$ cat src/rtl/sfq_pkg.sv
package sfq_pkg;

  localparam int OP_W = 2;

  localparam logic [OP_W-1:0] OP_ADD   = 2'b00;
  localparam logic [OP_W-1:0] OP_BRZ   = 2'b01;
  localparam logic [OP_W-1:0] OP_LOAD  = 2'b10;
  localparam logic [OP_W-1:0] OP_STORE = 2'b11;

  // Only arithmetic and load templates commit a register result
  function automatic logic op_writes_reg(input logic [OP_W-1:0] op);
    return (op == OP_ADD) || (op == OP_LOAD);
  endfunction

endpackage

$ cat src/rtl/sfq_ctrl.sv
module sfq_ctrl (
  input  logic clk,
  input  logic rst_n,
  input  logic enq_en,
  input  logic deq_en,
  input  logic clr,
  output logic full,
  output logic enq_rdy,
  output logic enq_fire,
  output logic deq_fire,
  output logic load
);

  logic full_q;
  logic full_d;
  logic full_ce;

  // Pop is ordered before push: a pop frees the slot for a push in the same cycle
  always_comb begin
    deq_fire = deq_en && full_q;
    enq_rdy  = !full_q || deq_fire;
    enq_fire = enq_en && enq_rdy;
    load     = enq_fire && !clr;
    full_d   = full_q;
    if (clr) begin
      full_d = 1'b0;
    end else if (enq_fire) begin
      full_d = 1'b1;
    end else if (deq_fire) begin
      full_d = 1'b0;
    end
    full_ce = clr || enq_fire || deq_fire;
  end

  always_ff @(posedge clk or negedge rst_n) begin
    if (!rst_n) begin
      full_q <= 1'b0;
    end else if (full_ce) begin
      full_q <= full_d;
    end
  end

  assign full = full_q;

  AST_PUSH_FILLS: assert property (@(posedge clk) disable iff (!rst_n)
    (enq_en && enq_rdy && !clr) |=> full_q);

  AST_POP_EMPTIES: assert property (@(posedge clk) disable iff (!rst_n)
    (deq_en && full_q && !enq_en && !clr) |=> !full_q);

  AST_CLEAR_WINS: assert property (@(posedge clk) disable iff (!rst_n)
    clr |=> !full_q);

  AST_EMPTY_POP_INERT: assert property (@(posedge clk) disable iff (!rst_n)
    (!full_q && deq_en && !enq_en) |=> !full_q);

endmodule

$ cat src/rtl/sfq_store.sv
module sfq_store #(
  parameter int W = 71
) (
  input  logic         clk,
  input  logic         load,
  input  logic [W-1:0] din,
  output logic [W-1:0] dout
);

  logic [W-1:0] data_q;
  logic [W-1:0] data_d;

  always_comb begin
    data_d = data_q;
    if (load) begin
      data_d = din;
    end
  end

  // Payload flops carry no reset: the full flag qualifies them
  always_ff @(posedge clk) begin
    if (load) begin
      data_q <= data_d;
    end
  end

  assign dout = data_q;

endmodule

$ cat src/rtl/sfq_match.sv
module sfq_match #(
  parameter int REG_W = 5
) (
  input  logic                   full,
  input  logic                   deq_fire,
  input  logic [sfq_pkg::OP_W-1:0] op,
  input  logic [REG_W-1:0]       dst,
  input  logic [REG_W-1:0]       query,
  output logic                   hit
);

  logic [REG_W-1:0] bit_eq;

  for (genvar i = 0; i < REG_W; i++) begin : g_cmp
    assign bit_eq[i] = ~(dst[i] ^ query[i]);
  end

  // Search is ordered after the pop and before the push of the same cycle
  always_comb begin
    hit = full && !deq_fire && sfq_pkg::op_writes_reg(op) && (&bit_eq);
  end

endmodule

$ cat src/rtl/pipe_search_fifo.sv
module pipe_search_fifo #(
  parameter int REG_W  = 5,
  parameter int DATA_W = 32
) (
  input  logic                     clk,
  input  logic                     rst_n,
  input  logic                     enq_en,
  input  logic [sfq_pkg::OP_W-1:0] enq_op,
  input  logic [REG_W-1:0]         enq_dst,
  input  logic [DATA_W-1:0]        enq_opa,
  input  logic [DATA_W-1:0]        enq_opb,
  output logic                     enq_rdy,
  input  logic                     deq_en,
  output logic                     deq_rdy,
  output logic [sfq_pkg::OP_W-1:0] first_op,
  output logic [REG_W-1:0]         first_dst,
  output logic [DATA_W-1:0]        first_opa,
  output logic [DATA_W-1:0]        first_opb,
  input  logic                     clr,
  input  logic [REG_W-1:0]         srch_reg,
  output logic                     srch_hit
);

  localparam int OPW = sfq_pkg::OP_W;
  localparam int PW  = OPW + REG_W + 2 * DATA_W;

  logic          full;
  logic          enq_fire;
  logic          deq_fire;
  logic          load;
  logic [PW-1:0] pay_in;
  logic [PW-1:0] pay_out;

  sfq_ctrl u_ctrl (
    .clk      (clk),
    .rst_n    (rst_n),
    .enq_en   (enq_en),
    .deq_en   (deq_en),
    .clr      (clr),
    .full     (full),
    .enq_rdy  (enq_rdy),
    .enq_fire (enq_fire),
    .deq_fire (deq_fire),
    .load     (load)
  );

  assign pay_in = {enq_op, enq_dst, enq_opa, enq_opb};

  sfq_store #(.W(PW)) u_store (
    .clk  (clk),
    .load (load),
    .din  (pay_in),
    .dout (pay_out)
  );

  assign first_op  = pay_out[PW-1 -: OPW];
  assign first_dst = pay_out[2*DATA_W +: REG_W];
  assign first_opa = pay_out[DATA_W +: DATA_W];
  assign first_opb = pay_out[0 +: DATA_W];
  assign deq_rdy   = full;

  sfq_match #(.REG_W(REG_W)) u_match (
    .full     (full),
    .deq_fire (deq_fire),
    .op       (first_op),
    .dst      (first_dst),
    .query    (srch_reg),
    .hit      (srch_hit)
  );

  AST_HIT_MATCHES_DST: assert property (@(posedge clk) disable iff (!rst_n)
    srch_hit |-> (deq_rdy && (first_dst == srch_reg)));

  AST_HIT_ONLY_WRITER: assert property (@(posedge clk) disable iff (!rst_n)
    srch_hit |-> ((first_op == sfq_pkg::OP_ADD) || (first_op == sfq_pkg::OP_LOAD)));

  AST_NO_HIT_ON_POP: assert property (@(posedge clk) disable iff (!rst_n)
    srch_hit |-> !deq_en);

  AST_HELD_STABLE: assert property (@(posedge clk) disable iff (!rst_n)
    (deq_rdy && !deq_en && !clr) |=> (deq_rdy && $stable(first_opa) && $stable(first_dst)));

  AST_RDY_WHEN_FULL: assert property (@(posedge clk) disable iff (!rst_n)
    deq_rdy |-> (enq_rdy == deq_en));

  AST_PUSH_DATA: assert property (@(posedge clk) disable iff (!rst_n)
    (enq_en && enq_rdy && !clr) |=> (first_opb == $past(enq_opb)));

endmodule

$ cat config.mk
export PLATFORM = sky130hd
export DESIGN_NAME = pipe_search_fifo
export DESIGN_NICKNAME = d
export VERILOG_FILES = /design/src/rtl/sfq_pkg.sv /design/src/rtl/sfq_ctrl.sv /design/src/rtl/sfq_store.sv /design/src/rtl/sfq_match.sv /design/src/rtl/pipe_search_fifo.sv
export SDC_FILE = /design/constraint.sdc
export NUM_CORES = 1
export LEC_CHECK = 0
export ABC_AREA = 0
export BUFFER_PORTS_ARGS = -buffer_cell sky130_fd_sc_hd__buf_2
export CORE_ASPECT_RATIO = 0.75
export CORE_MARGIN = 2
export CORE_UTILIZATION = 35
export CTS_CLUSTER_SIZE = 16
export DETAILED_ROUTE_END_ITERATION = 12
export GPL_ROUTABILITY_DRIVEN = 0
export PLACE_DENSITY = 0.72
export SKIP_LAST_GASP = 1
export SLEW_MARGIN = 5
export SYNTH_ARGS = -nofsm -noshare
export SYNTH_HDL_FRONTEND = slang
export SYNTH_SLANG_ARGS = --single-unit
export TNS_END_PERCENT = 50
$ cat constraint.sdc
create_clock -name clk -period 5.7 [get_ports clk]
set_clock_uncertainty 0.05 [all_clocks]
set_input_delay 0.57 -clock clk [delete_from_list [all_inputs] [get_ports clk]]
set_output_delay 0.57 -clock clk [all_outputs]
set_load 0.02 [all_outputs]
# After elaboration in Yosys (flattened, before gate mapping)
# Cells that the tools add are included.
[totals]
in_bits = 81
ramBits = 0
memories = 0
reg_bits = 72
latch_bits = 0
rom_bits = 0
word_cells = 33
[classes]
magnitude_cmp = 0
eq_ne = 1
div_mod_pow = 0
n_shift = 0
n_reduce_logical = 17
muxes = 3
n_bitwise = 10
multipliers = 0
addsub = 0
[op_table]
columns = ["operator", "count"]
rows = [
  ["$logic_and 1x1->1", 6],
  ["$not 1->1", 5],
  ["$reduce_and 5->1", 1],
  ["$xor 1x1->1", 5],
  ["$logic_or 1x1->1", 4],
  ["$logic_not 1->1", 3],
  ["$mux 1", 3],
  ["$reduce_bool 3->1", 1],
  ["$eq 2x2->1 const B", 1],
  ["$logic_not 2->1", 1],
  ["$reduce_and 2->1", 1],
]

# Longest topological paths before layout
# Gate-level depths: netlist of run 1.
[logic_depth]
word_depth = 6
depth_mapped = 3

# By module
# From an unflattened synthesis of run 1, not the netlist that was laid out.
[hier_totals]
hier_cells = 86
hier_area_um2 = 2265.9
[modules_own_cells]
columns = ["module", "cells_each", "area_each_um2", "instances", "seq_area_each_um2"]
rows = [
  ["sfq_store", 71, 2132.0, 1, 2132.0],
  ["sfq_ctrl", 7, 72.6, 1, 25.0],
  ["sfq_match", 8, 61.3, 1, 0.0],
]

# Worst setup path before layout of run 1
# No wires, ideal clock.
[synth_timing]
path_kind = "input to register"
start = "input deq_en"
end = "register u_store.data_q[0] (netlist: u_store.dout[0]), enable pin"
path_slack_ns = -0.732
n_path_buf = 0
arrival_ns = 5.778
setup_ns = 0.603
required_ns = 5.047
path_stages = 2
path_cell_list = "nor2b_4 -> nor3b_1"
[synth_between]
elab_chain_len = 4
[synth_rtl]
columns = ["element", "line", "rtl"]
rows = [
  ["start: declaration", "pipe_search_fifo.sv:13", "input logic deq_en,"],
  ["$logic_and 1x1->1", "sfq_ctrl.sv:20", "deq_fire = deq_en && full_q;"],
  ["$logic_or 1x1->1", "sfq_ctrl.sv:21", "enq_rdy = !full_q || deq_fire;"],
  ["$logic_and 1x1->1", "sfq_ctrl.sv:22", "enq_fire = enq_en && enq_rdy;"],
  ["$logic_and 1x1->1", "sfq_ctrl.sv:23", "load = enq_fire && !clr;"],
  ["named net load", "pipe_search_fifo.sv:30", "logic load;"],
  ["end signal: assignment", "sfq_store.sv:23", "data_q <= data_d;"],
  ["end: declaration", "sfq_store.sv:10", "logic [W-1:0] data_q;"],
]
# The timed path passes the listed nets, and every way through them passes these cells.
# A chain may end at the register's enable or synchronous reset.

# Worst setup path after layout of run 1
[layout_timing]
start = "register u_store.data_q[67] (netlist: u_store.dout[67])"
end = "output srch_hit"
[layout_between]
elab_chain_len = 4
[layout_rtl]
columns = ["element", "line", "rtl"]
rows = [
  ["$xor 1x1->1", "sfq_match.sv:15", "assign bit_eq[i] = ~(dst[i] ^ query[i]);"],
  ["$not 1->1", "sfq_match.sv:15", ""],
  ["$reduce_and 5->1", "sfq_match.sv:20", "hit = full && !deq_fire && sfq_pkg::op_writes_reg(op) && (&bit_eq);"],
  ["$logic_and 1x1->1", "sfq_match.sv:20", ""],
  ["end: declaration", "pipe_search_fifo.sv:21", "output logic srch_hit"],
]
# Every way passes these cells.

==> run metrics, run 1 <==
Core ar.=6260 um^2; final core utilization=0.536; number of buffers inserted by port buffering=154; number of placed I/O pins=155; post-route insts no fill=337; total of cells resized after clock tree synthesis=0; summed instance area of the synthesized netlist=2250 um^2; Worst slew margin=0.426; via density per instance=4.21; power density over cell area=332 nW/um^2; Num CTS Buffers=9; CP Data Required Time=5.08 ns; warnings from Yosys=0; Remaining DRCs=0; number of nets at the end of the flow=332; total negative setup slack=0 ns; hold bufs inserted after CTS=1; First-pass DRT Iterations=4; starting DRC count in detailed routing=22; status=finished clean; period utilization=0.362; largest fanout of any net on the critical path=2; Die Outline Area=7100 um^2; average wire length per cell after detail routing=13.5 um; RSZ-0062 raised after global routing=no; via count of the first global-routing pass=1463; Worst Tran Pin Value=0.861 ns; unique cell type count in the Yosys netlist=10; Placement Cell Area=3140 um^2; clock input transition at the sequential cells of the worst setup and hold paths=0.07 ns; maximum number of pins on one net before global-route repair=72; maximum count of clock buffers along a single path=2; area grow syn2layout=49.0%; Synthesized Nets=165; critical path class=reg2out; Post-Synthesis Cells=84; # Post-CTS Setup Buffers=0; Max VDD drop=0.181 mV; TritonCTS clock tree=built; std cell rows=25; final instance area=3360 um^2; count of placed standard cells including taps=320; HPWL reported at the end of detailed placement=3400 um; number of synthesized register bits=72; clock tree root driver cell=sky130_fd_sc_hd__clkbuf_8; highest clock frequency the design can meet=0.485 GHz; initial core utilization=0.360; setup violators final=0; Routed Antenna Nets=0; Ant. Diodes=0; height of the die=73.5 um; arrival time of data at the critical path endpoint=1.44 ns; post-synthesis sequential area ratio=0.958; total detailed-routing wirelength=4540 um; max-capacitance violation count=0; horizontal die dimension=96.6 um; All-Layer GR Usage=0.130; count of final hold-check violations=0; Leak=1.42 nW; wire length of the first global-routing pass=6720 um; vias after detailed routing=1418; Clock Latency Late Sink=0.33 ns; clk sink count=72; pins over their slew limit=0; final critical path time including I/O delays and setup=2.06 ns; type of origin of the critical path=flop; Mapped Avg Cell Area=26.8 um^2; sum of overflow across all layers after global routing=0; depth of the CTS H-tree=3; share of post-route cells with drive strength above 1=0.660; number of antenna violations at the first check in global routing=0; Worst Setup End Kind=output pin; min-delay worst type=in2reg
-- cells by family after synthesis --
kind of cell / count (synthesis) / synth area share
flip-flops: 72 / 0.958
AND/OR/NAND/NOR: 6 / 0.0211
XOR/XNOR: 5 / 0.0194
buffers and inverters: 1 / 0.00167
-- sequential cells by signal (all words and copies together), names as in the netlist --
name          cells
u_ctrl.full       1
u_store.dout     71
-- report_power, final --
group          switching (mW)  total [mW]  internal (mW)
sequential            0.00519       0.614          0.609
combinational          0.0545      0.0914         0.0369
clock                   0.165       0.407          0.242
total                   0.224        1.11          0.888
-- per-layer routing --
metal  up-vias  GRT usage  wire [um]
met5         -          0          0
met4         0     0.0704         95
met2       110      0.197       2090
li1        664          -          -
met1       635      0.137       1650
met3         9     0.0923        706
-- cell usage in the layout (no fill, tap or decap), types with 2 or more instances in the layout --
cell type	instances
sky130_fd_sc_hd__clkbuf_8	9
sky130_fd_sc_hd__xnor2_1	4
sky130_fd_sc_hd__nor2_1	2
sky130_fd_sc_hd__edfxtp_1	71
sky130_fd_sc_hd__bufinv_16	2
sky130_fd_sc_hd__clkbuf_1	2
sky130_fd_sc_hd__clkinv_1	3
sky130_fd_sc_hd__buf_2	154
-- critical path, cell delays in order (launching register included) --
cell and delay, ns:
sky130_fd_sc_hd__edfxtp_1 0.40, sky130_fd_sc_hd__xnor2_1 0.17, sky130_fd_sc_hd__nand4_1 0.13, sky130_fd_sc_hd__nor4_2 0.21
sky130_fd_sc_hd__buf_2 0.20
-- final timing paths --
| path | slack, ns | to | cells after the start | from |
|---|---|---|---|---|
| hold / removal | 0.35 | u_store.dout[63] | 1 | enq_opa[31] |
| setup / recovery | 3.64 | srch_hit | 4 | u_store.dout[67] |
| min in group asynchronous | 0.50 | u_ctrl.full | 2 | rst_n |
| max in group asynchronous | 5.01 | u_ctrl.full | 2 | rst_n |
| hold reg to reg | 0.64 | u_ctrl.full | 3 | u_ctrl.full |
| setup reg to reg | 3.87 | u_store.dout[53] | 3 | u_ctrl.full |
-- synth_stat cells (all sizes together) --
master  instances  area share
nand4           1      0.0028
nor2b           1      0.0061
nor4            1      0.0056
xnor2           4       0.016
xor2            1      0.0039
nor3b           1      0.0033
edfxtp         71        0.95
inv             1      0.0017
nor2            2      0.0033
dfrtp           1       0.011
-- stage by stage --
stage | worst slack, ns | hold slack [ns] | total power [mW]
6_report | 3.64 | 0.355 | 1.11
4_1_cts | 3.60 | 0.336 | 1.13
2_1_floorplan | 1.79 | 0.224 | 0.669
3_5_place_dp | 3.65 | 0.302 | 0.718
5_1_grt | 3.50 | 0.329 | 1.15
3_3_place_gp | 3.68 | 0.295 | 0.715
-- cell type report --
class | count | area, um^2
clock buffer | 11 | 131
fill | 515 | 2900
sequential | 72 | 2160
clock inverter | 5 | 71.3
timing repair buffer | 156 | 788
tap | 81 | 101
inverter | 1 | 3.75
multi-input combinational | 11 | 103
Power figures use the tool's default switching activity.
==> run 2: changes to the inputs <==
--- a/config.mk
+++ b/config.mk
@@ -5,7 +5,7 @@
 export SDC_FILE = /design/constraint.sdc
 export NUM_CORES = 1
 export LEC_CHECK = 0
-export ABC_AREA = 0
+export ABC_AREA = 1
 export BUFFER_PORTS_ARGS = -buffer_cell sky130_fd_sc_hd__buf_2
 export CORE_ASPECT_RATIO = 0.75
 export CORE_MARGIN = 2
==> constraint.sdc (replaced) <==
create_clock -name clk -period 1.85 [get_ports clk]
set_clock_uncertainty 0.05 [all_clocks]
set_input_delay 0.185 -clock clk [delete_from_list [all_inputs] [get_ports clk]]
set_output_delay 0.185 -clock clk [all_outputs]
set_load 0.02 [all_outputs]
==> run 2 against run 1 <==
First-iteration DRC count grew 86%. Synthesized cell count up 27%. Register-to-register slack lost 3.5 ns. Hold slack worse by 0.27 ns. Routed wire length rose by 30%. Sequential share of layout area down 12 points. Area after synthesis rose by 1.9%. Flip-flop and latch count unchanged. Cell area grew 23%. Sequential power rose to 3.1 times the previous value. Utilization rose by 11 points. Highest routed layer unchanged.
==> run metrics, run 2 <==
setup violators final=0; height of the die=74.1 um; async set-or-reset flop fraction in the synthesized netlist=0.0139; Largest register FFs=71; Mapped Avg Cell Area=21.5 um^2; synth top area cells=sky130_fd_sc_hd__edfxtp_1 (93%), sky130_fd_sc_hd__nand2_1 (2.6%), sky130_fd_sc_hd__inv_1 (2.0%), sky130_fd_sc_hd__dfrtp_1 (1.1%), sky130_fd_sc_hd__nor2_1 (0.49%); std cell rows=25; warnings from Yosys=0; Clock Latency Late Sink=0.33 ns; number of synthesized register bits=72; CP Data Required Time=1.62 ns; Remaining DRCs=0; Worst slew margin=0.746; area taken by flip-flops and latches=2160 um^2; highest clock frequency the design can meet=0.651 GHz; Routed Antenna Nets=0; number of inserted filler cells in the final layout=457; clock input transition at the sequential cells of the worst setup and hold paths=0.07 ns; number of nets at the end of the flow=427; area grow syn2layout=79.2%; final critical path time including I/O delays and setup=1.54 ns; status=finished clean; post-synthesis sequential area ratio=0.940; number of buffers inserted by port buffering=154; HPWL reported at the end of detailed placement=3430 um; via count of the first global-routing pass=1911; Worst Tran Pin Value=0.381 ns; commonest non-fill, non-tap cell in the layout=sky130_fd_sc_hd__buf_2; period utilization=0.830; summed instance area of the synthesized netlist=2300 um^2; average wire length per cell after detail routing=13.6 um; All-Layer GR Usage=0.163; starting DRC count in detailed routing=41; RSZ-0062 raised after global routing=no; library cell with the largest summed area after synthesis=sky130_fd_sc_hd__edfxtp_1; critical path class=reg2out; sum of overflow across all layers after global routing=0; arrival time of data at the critical path endpoint=1.30 ns; power density over cell area=819 nW/um^2; clock tree root driver cell=sky130_fd_sc_hd__clkbuf_8; count of final hold-check violations=0; share of post-route cells with drive strength above 1=0.499; Die Outline Area=7230 um^2; number of antenna violations at the first check in global routing=0; wire length of the first global-routing pass=8800 um; Synth top area share=0.929; max-capacitance violation count=0; Placement Cell Area=3210 um^2; Ant. Diodes=0; Synthesized Nets=188; Leak=1.79 nW; Max VDD drop=0.430 mV; count of placed standard cells including taps=343; clk sink count=72; Core ar.=6320 um^2; most frequent cells after synthesis=sky130_fd_sc_hd__edfxtp_1 (71), sky130_fd_sc_hd__nand2_1 (16), sky130_fd_sc_hd__inv_1 (12); number of flops mapped to enable cells by yosys=71; final hold slack=0.0838 ns; horizontal die dimension=97.5 um; post-route insts no fill=432; depth of the CTS H-tree=3; maximum count of clock buffers along a single path=2; type of origin of the critical path=flop; total negative setup slack=0 ns; pins over their slew limit=0; maximum number of pins on one net before global-route repair=72; First-pass DRT Iterations=4; Worst Setup End Kind=output pin; top flip-flop cell by instance count after synthesis=sky130_fd_sc_hd__edfxtp_1; final core utilization=0.651; Post-Synthesis Cells=107; initial core utilization=0.363; number of placed I/O pins=155; Num CTS Buffers=9; vias after detailed routing=1805; # Post-CTS Setup Buffers=0; TritonCTS clock tree=built; total detailed-routing wirelength=5890 um; most numerous cell in the Yosys netlist=sky130_fd_sc_hd__edfxtp_1; via density per instance=4.18; most frequent cells in the layout=sky130_fd_sc_hd__buf_2 (154), sky130_fd_sc_hd__dlygate4sd3_1 (73), sky130_fd_sc_hd__edfxtp_1 (71), sky130_fd_sc_hd__nand2_1 (14), sky130_fd_sc_hd__inv_1 (12); unique cell type count in the Yosys netlist=9; largest fanout of any net on the critical path=3; final instance area=4110 um^2; min-delay worst type=in2reg; multi-input gate area in the final layout=116 um^2
## run 2: changes by cell type in the layout (fill, tap and decap cells not counted), moves of 4 or more
cell / before / now
sky130_fd_sc_hd__nand2_1: 0 / 14
sky130_fd_sc_hd__dlygate4sd3_1: 1 / 73
sky130_fd_sc_hd__clkinvlp_4: 0 / 4
sky130_fd_sc_hd__inv_1: 1 / 12
sky130_fd_sc_hd__xnor2_1: 4 / 0
## run 2: cell type report
type                    count  share of cell area
flip-flops and latches     72               0.525
repair buffers            228               0.370
clock buffers               9              0.0301
multi-input cells          23              0.0283
well taps                  81              0.0246
clock inverters             7              0.0116
inverters                  12              0.0109
## run 2: timing repair
| item | 4_1_cts | 5_1_grt |
|---|---|---|
| hold buffers | 73 | 0 |
| endpoints found under the setup margin | 0 | 0 |
| endpoints found under the hold margin | 73 | 0 |
| resized for setup | 0 | 0 |
## run 2: metrics by stage
stage | power (mW) | setup WS [ns]
after floorplan | 2.07 | -0.321
after global placement | 2.22 | 0.455
after detailed placement | 2.23 | 0.430
after CTS | 3.41 | 0.323
after global routing | 3.51 | 0.209
final | 3.37 | 0.315
## run 2: kinds of logic (layout without fill, tap and decap cells)
group | Yosys count | after routing | share of synthesized area
and+or+nand+nor | 22 | 22 | 0.0387
buffers and inverters | 12 | 256 | 0.0196
AOI/OAI and AO/OA | 1 | 1 | 0.00218
DFF | 72 | 72 | 0.940
## run 2: worst max-delay path: stages, from the launching register on
cell	delay, ns
sky130_fd_sc_hd__edfxtp_1	0.40
sky130_fd_sc_hd__nand2_1	0.10
sky130_fd_sc_hd__nand2_1	0.06
sky130_fd_sc_hd__nor2_1	0.10
sky130_fd_sc_hd__nand2_1	0.06
sky130_fd_sc_hd__nor2_2	0.08
sky130_fd_sc_hd__buf_2	0.17
## run 2: worst paths after layout
check | to | depth (start not counted) | start | slack (ns)
worst max-delay path | srch_hit | 6 | u_store.dout[64] | 0.31
worst min-delay path | u_ctrl.full | 3 | enq_en | 0.08
worst max register to register | u_store.dout[54] | 4 | u_ctrl.full | 0.40
worst min register to register | u_ctrl.full | 2 | u_ctrl.full | 0.57
max in group asynchronous | u_ctrl.full | 2 | rst_n | 1.54
min in group asynchronous | u_ctrl.full | 2 | rst_n | 0.11
## run 2: report_power, final
| group | switching [mW] | internal, mW | total, mW |
|---|---|---|---|
| sequential | 0.0213 | 1.88 | 1.90 |
| combinational | 0.204 | 0.215 | 0.420 |
| clock | 0.571 | 0.483 | 1.05 |
| total | 0.797 | 2.57 | 3.37 |
## run 2: per-layer routing
metal	global-route usage	vias to the layer above	part of all wire
met2	0.275	123	0.46
li1	-	867	-
met3	0.0742	13	0.11
met1	0.184	802	0.41
met5	0	-	0
met4	0.0741	0	0.020
